## src/rtl/flash_seq_pkg.sv

```systemverilog
package flash_seq_pkg;

    typedef enum logic [1:0] {
        REQ_READ   = 2'd0,
        REQ_PROG   = 2'd1,
        REQ_SERASE = 2'd2,
        REQ_CERASE = 2'd3
    } req_kind_e;

    typedef enum logic [1:0] {
        PH_WREN = 2'd0,
        PH_CMD  = 2'd1,
        PH_POLL = 2'd2
    } phase_e;

    typedef enum logic [2:0] {
        ST_IDLE  = 3'd0,
        ST_SEL   = 3'd1,
        ST_XFER  = 3'd2,
        ST_WAIT  = 3'd3,
        ST_DESEL = 3'd4,
        ST_GAP   = 3'd5,
        ST_DONE  = 3'd6
    } state_e;

    localparam logic [7:0] OP_WREN   = 8'h06;
    localparam logic [7:0] OP_FREAD  = 8'h0B;
    localparam logic [7:0] OP_PROG   = 8'h02;
    localparam logic [7:0] OP_SERASE = 8'h20;
    localparam logic [7:0] OP_CERASE = 8'hC7;
    localparam logic [7:0] OP_STATUS = 8'h05;
    localparam logic [7:0] FILLER    = 8'hFF;

    function automatic logic [7:0] cmd_opcode(req_kind_e k);
        case (k)
            REQ_READ:   return OP_FREAD;
            REQ_PROG:   return OP_PROG;
            REQ_SERASE: return OP_SERASE;
            default:    return OP_CERASE;
        endcase
    endfunction

    // Opcode plus address plus (for fast read) one dummy byte.
    function automatic logic [2:0] cmd_header(req_kind_e k);
        case (k)
            REQ_READ:   return 3'd5;
            REQ_PROG:   return 3'd4;
            REQ_SERASE: return 3'd4;
            default:    return 3'd1;
        endcase
    endfunction

endpackage

```

## src/rtl/flash_txn_builder.sv

```systemverilog
module flash_txn_builder
    import flash_seq_pkg::*;
#(
    parameter int LEN_W      = 12,
    parameter int PAGE_BYTES = 256,
    parameter int IDX_W      = 14
) (
    input  phase_e              phase,
    input  req_kind_e           kind,
    input  logic [23:0]         addr,
    input  logic [LEN_W-1:0]    len,
    input  logic [IDX_W-1:0]    idx,
    input  logic [7:0]          din_data,
    output logic [7:0]          tx_byte,
    output logic [IDX_W-1:0]    last_idx,
    output logic                in_data,
    output logic                takes_din
);

    logic [IDX_W-1:0] hdr;
    logic [IDX_W-1:0] ndata;

    always_comb begin
        case (phase)
            PH_WREN: begin
                hdr   = IDX_W'(1);
                ndata = '0;
            end
            PH_POLL: begin
                hdr   = IDX_W'(1);
                ndata = IDX_W'(1);
            end
            default: begin
                hdr = IDX_W'(cmd_header(kind));
                if (kind == REQ_READ)
                    ndata = IDX_W'(len);
                else if (kind == REQ_PROG)
                    ndata = IDX_W'(PAGE_BYTES);
                else
                    ndata = '0;
            end
        endcase
    end

    assign last_idx  = hdr + ndata - IDX_W'(1);
    assign in_data   = (idx >= hdr);
    assign takes_din = (phase == PH_CMD) && (kind == REQ_PROG) && in_data;

    always_comb begin
        tx_byte = FILLER;
        case (phase)
            PH_WREN: tx_byte = OP_WREN;
            PH_POLL: tx_byte = (idx == '0) ? OP_STATUS : FILLER;
            default: begin
                if (idx == '0)
                    tx_byte = cmd_opcode(kind);
                else if (!in_data) begin
                    case (idx)
                        IDX_W'(1): tx_byte = addr[23:16];
                        IDX_W'(2): tx_byte = addr[15:8];
                        IDX_W'(3): tx_byte = addr[7:0];
                        default:   tx_byte = FILLER;
                    endcase
                end else if (takes_din)
                    tx_byte = din_data;
                else
                    tx_byte = FILLER;
            end
        endcase
    end

endmodule

```

## src/rtl/flash_gap_timer.sv

```systemverilog
module flash_gap_timer #(
    parameter int GAP_CYCLES = 1000
) (
    input  logic clk,
    input  logic rst,
    input  logic load,
    output logic expired
);

    localparam int GW = $clog2(GAP_CYCLES + 2);

    logic [GW-1:0] cnt;

    always_ff @(posedge clk) begin
        if (rst)
            cnt <= '0;
        else if (load)
            cnt <= GW'(GAP_CYCLES);
        else if (cnt != '0)
            cnt <= cnt - GW'(1);
    end

    assign expired = (cnt == '0);

endmodule

```

## src/rtl/flash_rx_capture.sv

```systemverilog
module flash_rx_capture (
    input  logic       clk,
    input  logic       rst,
    input  logic       spi_done,
    input  logic [7:0] spi_rx,
    input  logic       grab_data,
    input  logic       grab_status,
    output logic       dout_valid,
    output logic [7:0] dout_data,
    output logic       wip
);

    always_ff @(posedge clk) begin
        if (rst) begin
            dout_valid <= 1'b0;
            dout_data  <= '0;
            wip        <= 1'b0;
        end else begin
            dout_valid <= spi_done && grab_data;
            if (spi_done && grab_data)
                dout_data <= spi_rx;
            if (spi_done && grab_status)
                wip <= spi_rx[0];
        end
    end

endmodule

```

## src/rtl/flash_seq_engine.sv

```systemverilog
module flash_seq_engine
    import flash_seq_pkg::*;
#(
    parameter int LEN_W        = 12,
    parameter int PAGE_BYTES   = 256,
    parameter int SECTOR_SHIFT = 12,
    parameter int GAP_CYCLES   = 1000
) (
    input  logic             clk,
    input  logic             rst,
    input  logic             req_valid,
    input  logic [1:0]       req_kind,
    input  logic [23:0]      req_addr,
    input  logic [LEN_W-1:0] req_len,
    output logic             req_ready,
    input  logic [7:0]       din_data,
    input  logic             din_valid,
    output logic             din_ready,
    output logic [7:0]       dout_data,
    output logic             dout_valid,
    output logic             spi_start,
    output logic [7:0]       spi_tx,
    input  logic             spi_done,
    input  logic [7:0]       spi_rx,
    output logic             spi_cs_n,
    output logic             busy,
    output logic             done
);

    localparam int PAGE_SHIFT = $clog2(PAGE_BYTES);
    localparam int IDX_BASE   = (LEN_W > PAGE_SHIFT + 1) ? LEN_W : PAGE_SHIFT + 1;
    localparam int IDX_W      = IDX_BASE + 1;
    localparam logic [23:0] PAGE_MASK    = 24'(PAGE_BYTES - 1);
    localparam logic [23:0] SECTOR_BYTES = 24'(1) << SECTOR_SHIFT;

    state_e           state;
    phase_e           phase;
    req_kind_e        kind;
    logic [23:0]      addr;
    logic [LEN_W-1:0] len;
    logic [LEN_W-1:0] remain;
    logic [IDX_W-1:0] idx;

    logic [7:0]       tx_byte;
    logic [IDX_W-1:0] last_idx;
    logic             in_data;
    logic             takes_din;
    logic             wip;
    logic             gap_load;
    logic             gap_expired;
    logic             accept;
    req_kind_e        new_kind;

    flash_txn_builder #(
        .LEN_W     (LEN_W),
        .PAGE_BYTES(PAGE_BYTES),
        .IDX_W     (IDX_W)
    ) u_builder (
        .phase    (phase),
        .kind     (kind),
        .addr     (addr),
        .len      (len),
        .idx      (idx),
        .din_data (din_data),
        .tx_byte  (tx_byte),
        .last_idx (last_idx),
        .in_data  (in_data),
        .takes_din(takes_din)
    );

    flash_rx_capture u_rx (
        .clk        (clk),
        .rst        (rst),
        .spi_done   (spi_done),
        .spi_rx     (spi_rx),
        .grab_data  ((state == ST_WAIT) && (phase == PH_CMD) && (kind == REQ_READ) && in_data),
        .grab_status((state == ST_WAIT) && (phase == PH_POLL) && in_data),
        .dout_valid (dout_valid),
        .dout_data  (dout_data),
        .wip        (wip)
    );

    assign gap_load = (state == ST_DESEL) && (phase == PH_POLL) && wip;

    flash_gap_timer #(
        .GAP_CYCLES(GAP_CYCLES)
    ) u_gap (
        .clk    (clk),
        .rst    (rst),
        .load   (gap_load),
        .expired(gap_expired)
    );

    assign new_kind = req_kind_e'(req_kind);
    assign accept   = (state == ST_IDLE) && req_valid;

    always_ff @(posedge clk) begin
        if (rst) begin
            state  <= ST_IDLE;
            phase  <= PH_CMD;
            kind   <= REQ_READ;
            addr   <= '0;
            len    <= '0;
            remain <= '0;
            idx    <= '0;
        end else begin
            case (state)
                ST_IDLE: begin
                    if (accept) begin
                        kind   <= new_kind;
                        len    <= req_len;
                        remain <= (req_len == '0) ? LEN_W'(1) : req_len;
                        idx    <= '0;
                        phase  <= (new_kind == REQ_READ) ? PH_CMD : PH_WREN;
                        state  <= ST_SEL;
                        case (new_kind)
                            REQ_READ:   addr <= req_addr;
                            REQ_PROG:   addr <= req_addr & ~PAGE_MASK;
                            REQ_SERASE: addr <= req_addr << SECTOR_SHIFT;
                            default:    addr <= '0;
                        endcase
                    end
                end
                ST_SEL:  state <= ST_XFER;
                ST_XFER: if (spi_start) state <= ST_WAIT;
                ST_WAIT: begin
                    if (spi_done) begin
                        if (idx == last_idx)
                            state <= ST_DESEL;
                        else begin
                            idx   <= idx + IDX_W'(1);
                            state <= ST_XFER;
                        end
                    end
                end
                ST_DESEL: begin
                    idx <= '0;
                    case (phase)
                        PH_WREN: begin
                            phase <= PH_CMD;
                            state <= ST_SEL;
                        end
                        PH_CMD: begin
                            if (kind == REQ_READ)
                                state <= ST_DONE;
                            else begin
                                phase <= PH_POLL;
                                state <= ST_SEL;
                            end
                        end
                        default: begin
                            if (wip)
                                state <= ST_GAP;
                            else if ((kind == REQ_SERASE) && (remain > LEN_W'(1))) begin
                                remain <= remain - LEN_W'(1);
                                addr   <= addr + SECTOR_BYTES;
                                phase  <= PH_WREN;
                                state  <= ST_SEL;
                            end else
                                state <= ST_DONE;
                        end
                    endcase
                end
                ST_GAP:  if (gap_expired) state <= ST_SEL;
                default: state <= ST_IDLE;
            endcase
        end
    end

    assign spi_cs_n  = !((state == ST_SEL) || (state == ST_XFER) || (state == ST_WAIT));
    assign spi_start = (state == ST_XFER) && (!takes_din || din_valid);
    assign spi_tx    = tx_byte;
    assign din_ready = (state == ST_XFER) && takes_din;
    assign req_ready = (state == ST_IDLE);
    assign busy      = (state != ST_IDLE);
    assign done      = (state == ST_DONE);

endmodule

```

## config.mk

```make
export PLATFORM = sky130hd
export DESIGN_NAME = flash_seq_engine
export DESIGN_NICKNAME = d
export VERILOG_FILES = /design/src/rtl/flash_seq_pkg.sv /design/src/rtl/flash_txn_builder.sv /design/src/rtl/flash_gap_timer.sv /design/src/rtl/flash_rx_capture.sv /design/src/rtl/flash_seq_engine.sv
export SDC_FILE = /design/constraint.sdc
export NUM_CORES = 1
export LEC_CHECK = 0
export CAP_MARGIN = 15
export CORE_ASPECT_RATIO = 2
export CORE_MARGIN = 3
export CORE_UTILIZATION = 70
export CTS_CLUSTER_SIZE = 20
export DETAILED_ROUTE_END_ITERATION = 6
export DONT_BUFFER_PORTS = 1
export GPL_TIMING_DRIVEN = 0
export PLACE_DENSITY = 0.86
export SLEW_MARGIN = 30
export SYNTH_ARGS = -nofsm -noshare
export SYNTH_HDL_FRONTEND = slang
export SYNTH_SLANG_ARGS = --single-unit
```

## constraint.sdc

```tcl
create_clock -name clk -period 8.26 [get_ports clk]
set_input_delay 1.652 -clock clk [delete_from_list [all_inputs] [get_ports clk]]
set_output_delay 1.652 -clock clk [all_outputs]
set_load 0.05 [all_outputs]
```

==> results of run 1 <==
area by class of cell:
class,count,area (µm²)
flip-flops and latches,88,1760
inverters,30,114
clock inverters,6,97.6
multi-input cells,606,3790
repair buffers,3,18.8
plain buffers,52,235
well taps,96,120
clock buffers,10,239
fillers,572,1680
worst max-delay path, delay by kind of cell (launching register included):
| kind | cells | cell delay, ps |
|---|---|---|
| AND/OR/NAND/NOR | 3 | 670 |
| adder cells (fa/ha/maj) | 1 | 300 |
| AO/OA/AOI/OAI | 5 | 1700 |
| flip-flops | 1 | 450 |
| buffers and inverters | 3 | 1230 |
Yosys cell counts, types with 5 or more instances:
library cell and count:
a211oi_1 15, a21o_1 5, a21oi_1 62, a22o_1 6
a22oi_1 28, a31oi_1 6, and2_1 11, and3_1 13
clkbuf_1 43, dfxtp_1 88, ha_1 28, inv_1 29
mux2i_1 13, nand2_1 88, nand2b_1 5, nand3_1 15
nand4_1 8, nor2_1 80, nor3_1 26, nor4_1 13
o211ai_1 8, o21a_1 5, o21ai_0 51, o22ai_1 5
o31ai_1 10, or3_1 11, or4_1 8, xnor2_1 16
xor2_1 7
registers in the layout, summed over array words and instances (netlist names):
register         flops
addr                24
idx                 13
len                 12
remain              12
u_gap.cnt           10
u_rx.dout_data       8
state                3
kind                 2
phase                2
u_rx.dout_valid      1
u_rx.wip             1
per-stage QoR:
| step | hold slack, ps | cell area (µm²) | std cells |
|---|---|---|---|
| 2_1_floorplan | 432 | 5880 | 776 |
| 3_3_place_gp | 448 | 6000 | 872 |
| 3_5_place_dp | 455 | 6030 | 875 |
| 4_1_cts | 464 | 6370 | 891 |
| 5_1_grt | 488 | 6370 | 891 |
| 6_report | 465 | 6370 | 891 |
final timing paths:
kind,startpoint,end,slack (ps),cells past startpoint
worst max-delay path,phase[0],spi_tx[1],1890,12
worst min-delay path,len[9],len[9],460,2
worst max register to register,kind[0],state[1],3410,18
worst min register to register,len[9],len[9],460,2
power by group through the flow:
stage / sequential [mW] / combinational (mW) / clock [mW]
floorplan: 0.500 / 0.401 / 0
global placement: 0.508 / 0.480 / 0
detailed placement: 0.512 / 0.506 / 0
CTS: 0.504 / 0.514 / 0.459
global route: 0.510 / 0.569 / 0.473
finish: 0.506 / 0.524 / 0.460
logic make-up after synthesis:
kind of cell | after synthesis | synth area share [%]
adders and majority gates | 30 | 6.47
AOI/OAI and AO/OA | 238 | 26.6
xor gates and xnor gates | 23 | 3.43
and+or+nand+nor | 300 | 25.0
buffers and inverters | 82 | 5.94
muxes | 15 | 2.60
DFF | 88 | 30.0
layout by cell type (no fill, tap or decap), drive strengths merged, types with 4 or more instances in the layout:
cell and instances:
nand3 17, nor4 14, xor2 7, clkbuf 53, a211oi 15, or2 4
o22ai 5, and3 13, buf 12, a21o 5, nand4 9, a22o 6
nand2b 5, o21ai 55, o31ai 10, a22oi 28, nand3b 4, xnor2 16
o211ai 9, ha 28, a21oi 62, and2 11, inv 32, or4 8
nor3 27, o21a 5, nand2 88, or3 11, a221o 4, dfxtp 88
nor2 80, mux2i 13, a31oi 7
per-layer routing:
layer,up-vias,track usage (%)
li1,2888,-
met1,2920,39.2
met2,495,70.2
met3,179,9.81
met4,0,35.7
met5,-,0
==> metrics, run 1 <==
# rows=46; final setup vio count=0; sequential power share=about a third; top cell type's share of synthesized area=30.0%; critical path required time=6610 ps; Die Wd=70.8 µm; CP Data Arrival Time=~4700 ps; first-pass GRT wire length=30800 µm; critical path's most frequent cell=clkbuf_1; Starting Density=73.0%; Yosys top cell by area=dfxtp_1; Setup Total Neg Slack=0 ps; skew final=8.48 ps; WS Path Type=flop to primary output; Tmin final=6370 ps; nets=around 900; Clock Tree Buf Depth=2; Clock power frac=30.9%; Final Max Slew Viols=0; Worst Setup End Kind=primary output; crit-path cells=clkbuf_1 -> clkbuf_1 -> nand2_1 -> ha_1 -> or3b_2 -> a21o_1 -> o21ai_0 -> clkbuf_1 -> nor2_1 -> a21oi_1 -> o21ai_0 -> a22oi_1; Root Buffer=clkbuf_16; H-tree Lvls=3; #FFs+latches synth=88; status=complete, but fails checks; detailed placement HPWL=14600 µm; post-DR wirelength/cell=22.0 µm; Critical Path Source Type=flop; CTS sink cnt=a little under 90; worst skew pair latency=360 ps; Die H=between 100 and 150 µm; CTS Buf Count=9; Yosys Warn Count=0; number of buffers added for setup after CTS=0; wirelength, routed=19600 µm; Synth area leaders=dfxtp_1 30%, ha_1 6.0%, nand2_1 5.6%, a21oi_1 5.3%, nor2_1 5.1%; Synth async-reset ratio=0%; Port Buf Inserts=0; top sig layer=met4; worst vdd ir=0.000204 V; Logic pwr share=between 30% and 40%; EDFF count, synth=0; fin crit share=a little under 80%; synthesized area=just under 0.006 mm²; CTS tree=yes; sequential-to-total area share from yosys stat=between 20% and 30%; routed vias=6482; Achievable Freq=around 160 MHz; layout cell share with drive strength beyond 1=between 6 and 7%; max incr delay on CP=920 ps; Post-Syn Area per Cell=approximately 7.6 µm²; P&R area growth vs syn=8.43%; initial antenna violation count=0; gp weighted congestion=1.03; power density cells=234 mW/mm²; number of remaining DRC errors=1; Final Hold Viols=0; cells after synthesis=776; net switching power=0.554 mW; pin count of the biggest net entering global routing=17; vias in the first global route=6405; Total Routing Usage GR=between 40% and 50%; met3 WL=between 1500 and 2000 µm; Place WS=around 2500 ps; P_int=0.937 mW; crit path max fanout=10; Syn Nets=about 860; final setup margin=1890 ps; RSZ-0062 raised after global routing=false; max_cap viols=0; IO Count=between 80 and 90; failing checks=DRC; M1 wire length=slightly above 6000 µm; 1st-pass router iterations=7; die area=0.00960 mm²; clock-pin transition on the worst setup and hold timing paths=60 ps; Synth cell types=72; Starting DRT DRC Count=670; Antenna diodes=0; Core Box Area=0.00806 mm²; grt total ovfl=0; Static Leakage=2.41 nW; post-cts hold buffer count=0; DR vias/cell=7.27; Routed Antenna Nets=0; leading register cell type out of synthesis=dfxtp_1; path category of the worst min-delay check=flop to flop; met2 wire length=roughly 9900 µm; Final Total Pwr=1.49 mW; slew margin rel.=roughly 30%; CP max stage cell=a22oi_1; fin util=79.1%; Worst-Margin Slew=1040 ps; Post-CTS Resized=0; Net Sw Frac=37.1%
No activity file was read; power rests on OpenSTA's default activity.
==> run 2: changes to the inputs <==
Settings changed: CORE_UTILIZATION 70 to 65, PLACE_DENSITY 0.86 to 0.81.
Clock period 8.26 ns to 6 ns, I/O delays scaled along.
==> metrics, run 2 (synthesis gave the netlist of run 1 again) <==
status=complete, but fails checks; failing checks=DRC; power density cells=312 mW/mm² (+33%); final setup vio count=0 (unchanged); Routed Antenna Nets=0 (unchanged); Place WS=580 ps (-1880 ps); max_cap viols=0 (unchanged); Core Box Area=0.00871 mm² (+8.1%); clock-pin transition on the worst setup and hold timing paths=70 ps (about the same); Die Wd=73.3 µm (+3.5%); final setup margin=335 ps (-1550 ps); Setup Total Neg Slack=0 ps (unchanged); initial antenna violation count=0 (unchanged); Starting Density=67.5% (-5.5 points); worst skew pair latency=350 ps (about the same); DR vias/cell=6.95 (-4.5%); number of remaining DRC errors=1 (unchanged); gp weighted congestion=0.980 (-4.9%); # fillers=746 (+30%); layout cell share with drive strength beyond 1=6.42% (+0.0081 points); register area=0.00176 mm² (unchanged); path category of the worst min-delay check=flop to flop; Starting DRT DRC Count=536 (-20%); post-DR wirelength/cell=21.2 µm (-3.7%); Total Routing Usage GR=37.1% (-3.6 points); Port Buf Inserts=0 (unchanged); pin count of the biggest net entering global routing=15 (-2); 1st-pass router iterations=7 (unchanged); Final Hold Viols=0 (unchanged); Die H=141 µm (+3.6%); fin crit share=between 90% and 100%; first-pass GRT wire length=29700 µm (-3.4%); routed vias=6209 (-4.2%); CTS Buf Count=9 (unchanged); Biggest register=addr; number of flip-flops in the largest register=24 (unchanged); grt total ovfl=0 (unchanged); Achievable Freq=approximately 180 MHz; Tmin final=about 5700 ps; CTS sink cnt=88 (unchanged); Worst-Margin Slew=1040 ps (-6.62 ps); post-cts hold buffer count=0 (unchanged); nets=878 (unchanged); Top Registers=addr (24), idx (13); worst vdd ir=0.000241 V (+19%); Static Leakage=2.40 nW (-0.76%); vias in the first global route=5992 (-6.4%); wirelength, routed=19000 µm (-3.4%); IO Count=82 (unchanged); crit-path cells=clkbuf_1 -> clkbuf_1 -> nand2_1 -> ha_1 -> or3b_2 -> a21o_1 -> o21ai_0 -> clkbuf_1 -> o21ai_0 -> o21ai_1; Critical Path Source Type=flop; Final Total Pwr=1.98 mW (+33%); Root Buffer=clkbuf_16; # rows=48 (+4.3%); most frequent cells in the layout=88 x nand2_1, 88 x dfxtp_1, 80 x nor2_1, 62 x a21oi_1, 47 x o21ai_0; crit path max fanout=10 (unchanged); P&R area growth vs syn=7.87%; RSZ-0062 raised after global routing=false; slew margin rel.=30.4% (+0.44 points); Final Max Slew Viols=0 (unchanged); Worst Setup End Kind=primary output; H-tree Lvls=3 (unchanged); CTS tree=yes; Antenna diodes=0 (unchanged); detailed placement HPWL=14700 µm (+0.69%); CP max stage cell=o21ai_1; CP Data Arrival Time=4470 ps (-250 ps); die area=0.0103 mm² (+7.2%); critical path required time=4800 ps (-1810 ps); fin util=72.8% (-6.3 points); skew final=5.85 ps (-2.63 ps); Multi-input gate area=0.00379 mm² (about the same); Clock Tree Buf Depth=2 (unchanged); max incr delay on CP=830 ps (-90 ps); critical path's most frequent cell=clkbuf_1; WS Path Type=flop to primary output
-- run 2: cell count changes in the layout (fill, tap and decap cells not counted) --
cell / delta
bufinv_16: -1
clkinvlp_4: +1
inv_8: -1
nor3_1: +1
a22oi_1: -1
clkinv_4: -1
a22oi_2: +1
o21ai_1: -1
nor3_2: -1
o21ai_2: +1
inv_6: -1
clkinv_2: +2
-- run 2: per-stage QoR --
step | instance area, µm² | instances | hold slack [ps]
global placement | 6000 | 876 | 445
global route | 6340 | 894 | 472
detailed placement | 6040 | 879 | 447
floorplan | 5880 | 776 | 432
finish | 6340 | 894 | 457
CTS | 6330 | 894 | 456
-- run 2: repair_timing --
action,4_1_cts,5_1_grt
setup buffers,0,0
resized for setup,0,1
endpoints found under the setup margin,0,1
-- run 2: final timing paths --
path                            startpoint   endpoint  slack [ps]  cells past startpoint
worst min register to register      len[7]     len[7]         460                      2
worst min-delay path                len[7]     len[7]         460                      2
worst max-delay path              phase[0]  spi_tx[3]         330                     10
worst max register to register     kind[0]   state[1]        1010                     18
-- run 2: routing by layer --
metal / part of all wire [%] / GRT usage [%] / wire length (µm) / vias up
li1: - / - / - / 2869
met1: 33 / 37.3 / 6320 / 2868
met2: 53 / 66.5 / 10000 / 352
met3: 7.0 / 7.04 / 1320 / 120
met4: 6.9 / 23.9 / 1310 / 0
met5: 0 / 0 / 0 / -
-- run 2: cell type report --
cell class | instances | area share [%]
Buffer | 52 | 3.71
Clock inverter | 5 | 0.888
Sequential cell | 88 | 27.8
Timing Repair Buffer | 3 | 0.296
Multi-Input combinational cell | 606 | 59.8
Inverter | 30 | 1.80
Tap cell | 100 | 1.97
Clock buffer | 10 | 3.77
-- run 2: worst max-delay path: cells and delay by family, from the launching register on --
| family | cells | cell delay [ps] |
|---|---|---|
| DFF | 1 | 450 |
| adders and majority gates | 1 | 300 |
| and+or+nand+nor | 2 | 590 |
| buffers and inverters | 3 | 1250 |
| AOI/OAI and AO/OA | 4 | 1530 |
-- run 2: power breakdown --
part | internal (mW) | leakage [nW] | switching [mW]
registers | 0.641 | 0.718 | 0.0538
clock network | 0.332 | 0.145 | 0.243
logic | 0.266 | 1.53 | 0.444
==> run 3: changes to the inputs <==
Settings changed: CORE_UTILIZATION 65 to 60, PLACE_DENSITY 0.81 to 0.76.
==> metrics, run 3 (synthesis gave the netlist of run 1 again) <==
1st-pass router iterations=6 (-1); Net Sw Frac=37.6% (+0.16 points); worst vdd ir=0.000223 V (-7.7%); pin count of the biggest net entering global routing=16 (+1); P_int=1.25 mW (+0.50%); clock-pin transition on the worst setup and hold timing paths=60 ps (about the same); critical path's most frequent cell=clkbuf_1; WS Path Type=flop to primary output; Biggest register=addr; number of flip-flops in the largest register=24 (unchanged); routed vias=6238 (+0.47%); slew margin rel.=40.3% (+9.9 points); Worst-Margin Slew=892 ps (-145 ps); Static Leakage=2.40 nW (+0.20%); status=complete, no violations; max incr delay on CP=550 ps (-280 ps); CTS sink cnt=88 (unchanged); skew final=4.52 ps (-1.33 ps); fin util=67.7% (-5.1 points); power density cells=312 mW/mm² (-0.12%); crit-path cells=clkbuf_1 -> clkbuf_1 -> nand2_1 -> ha_1 -> or3b_2 -> a21o_1 -> o21ai_0 -> clkbuf_1 -> nor2_1 -> a21oi_1 -> o21ai_0 -> a22oi_2; Core Box Area=0.00945 mm² (+8.5%); Top Registers=addr (24), idx (13); Tmin final=5830 ps (+162 ps); vias in the first global route=6180 (+3.1%); worst skew pair latency=350 ps (about the same); Starting Density=62.2% (-5.3 points); crit path max fanout=10 (unchanged); initial antenna violation count=0 (unchanged); path category of the worst min-delay check=flop to flop; Setup Total Neg Slack=0 ps (unchanged); wirelength, routed=20000 µm (+5.5%); gp weighted congestion=1.01 (+2.6%); P&R area growth vs syn=8.83%; IO Count=82 (unchanged); DR vias/cell=6.74 (-2.9%); first-pass GRT wire length=31300 µm (+5.2%); critical path required time=4800 ps (about the same); Achievable Freq=172 MHz (-2.8%); Clock power frac=29.3% (+0.3 points); final setup vio count=0 (unchanged); Total Routing Usage GR=35.4% (-1.8 points); CP max stage cell=clkbuf_1; Multi-input gate area=0.00380 mm² (+0.20%); H-tree Lvls=3 (unchanged); grt total ovfl=0 (unchanged); register area=0.00176 mm² (unchanged); RSZ-0062 raised after global routing=false; Logic pwr share=35.9% (about the same); nets=878 (unchanged); die area=0.0111 mm² (+7.8%); Final Hold Viols=0 (unchanged); Die Wd=76.0 µm (+3.7%); # fillers=880 (+18%); detailed placement HPWL=15800 µm (+7.3%); fin crit share=97.1% (+2.7 points); CTS tree=yes; sequential power share=34.9% (-0.2 points); number of remaining DRC errors=0 (-1); net switching power=0.749 mW (+1.2%); most frequent cells in the layout=88 x nand2_1, 88 x dfxtp_1, 80 x nor2_1, 62 x a21oi_1, 47 x o21ai_0; Antenna diodes=0 (unchanged); max_cap viols=0 (unchanged); Die H=146 µm (+3.9%); layout cell share with drive strength beyond 1=6.67% (+0.24 points); Worst Setup End Kind=primary output; CP Data Arrival Time=4630 ps (+160 ps); Clock Tree Buf Depth=2 (unchanged); Root Buffer=clkbuf_16; Final Max Slew Viols=0 (unchanged); Critical Path Source Type=flop; Port Buf Inserts=0 (unchanged); Starting DRT DRC Count=404 (-25%); # rows=50 (+4.2%); CTS Buf Count=9 (unchanged); Routed Antenna Nets=0 (unchanged); post-DR wirelength/cell=21.6 µm (+2.0%)
==> run 3: routing by layer <==
layer  global-route usage [%]  up-vias  routed length (µm)
met5                        0        -                   0
met3                     5.82      119                1190
met1                     32.4     2922                6400
li1                         -     2872                   -
met4                     31.9        0                1940
met2                     65.1      325               10500
==> run 3: worst paths after layout <==
path | startpoint | to | slack (ps) | cells past startpoint
worst min register to register | len[7] | len[7] | 460 | 2
worst min-delay path | len[7] | len[7] | 460 | 2
worst max-delay path | phase[0] | spi_tx[1] | 170 | 12
worst max register to register | kind[0] | state[1] | 1120 | 18
==> run 3: power groups by stage <==
stage / Sequential [mW] / Clock [mW] / Combinational (mW)
after floorplan: 0.689 / 0 / 0.552
after global placement: 0.702 / 0 / 0.672
after detailed placement: 0.706 / 0 / 0.697
after CTS: 0.692 / 0.581 / 0.703
after global routing: 0.701 / 0.605 / 0.779
final: 0.695 / 0.584 / 0.715
==> run 3: stage by stage <==
stage	std cells	area (µm²)	hold WS, ps	setup slack [ps]	total power [mW]
floorplan	776	5880	432	1180	1.24
global placement	906	6040	449	136	1.37
detailed placement	909	6080	456	383	1.40
CTS	925	6380	465	10.5	1.98
global route	925	6400	491	66.0	2.09
finish	925	6400	463	173	1.99
==> run 3: final cells by class <==
type | count | area share (%)
clock buffer | 11 | 3.79
inverter | 30 | 1.78
clock inverter | 5 | 0.997
sequential | 88 | 27.5
multi-input combinational | 606 | 59.4
tap | 130 | 2.54
timing repair buffer | 3 | 0.293
buffer | 52 | 3.68
==> run 3: timing repair <==
action                                 in CTS  in global routing
endpoints found under the hold margin       0                  0
resized for setup                           0                  4
setup endpoints to repair                   0                  3
buffers inserted                            0                  0
hold buffers                                0                  0
==> run 3: critical path, delay by kind of cell, from the launching register on <==
| family | cells | cell delay, ps |
|---|---|---|
| AO/OA/AOI/OAI | 5 | 1490 |
| flip-flops | 1 | 430 |
| buffers and inverters | 3 | 1370 |
| adder cells (fa/ha/maj) | 1 | 300 |
| AND/OR/NAND/NOR | 3 | 680 |
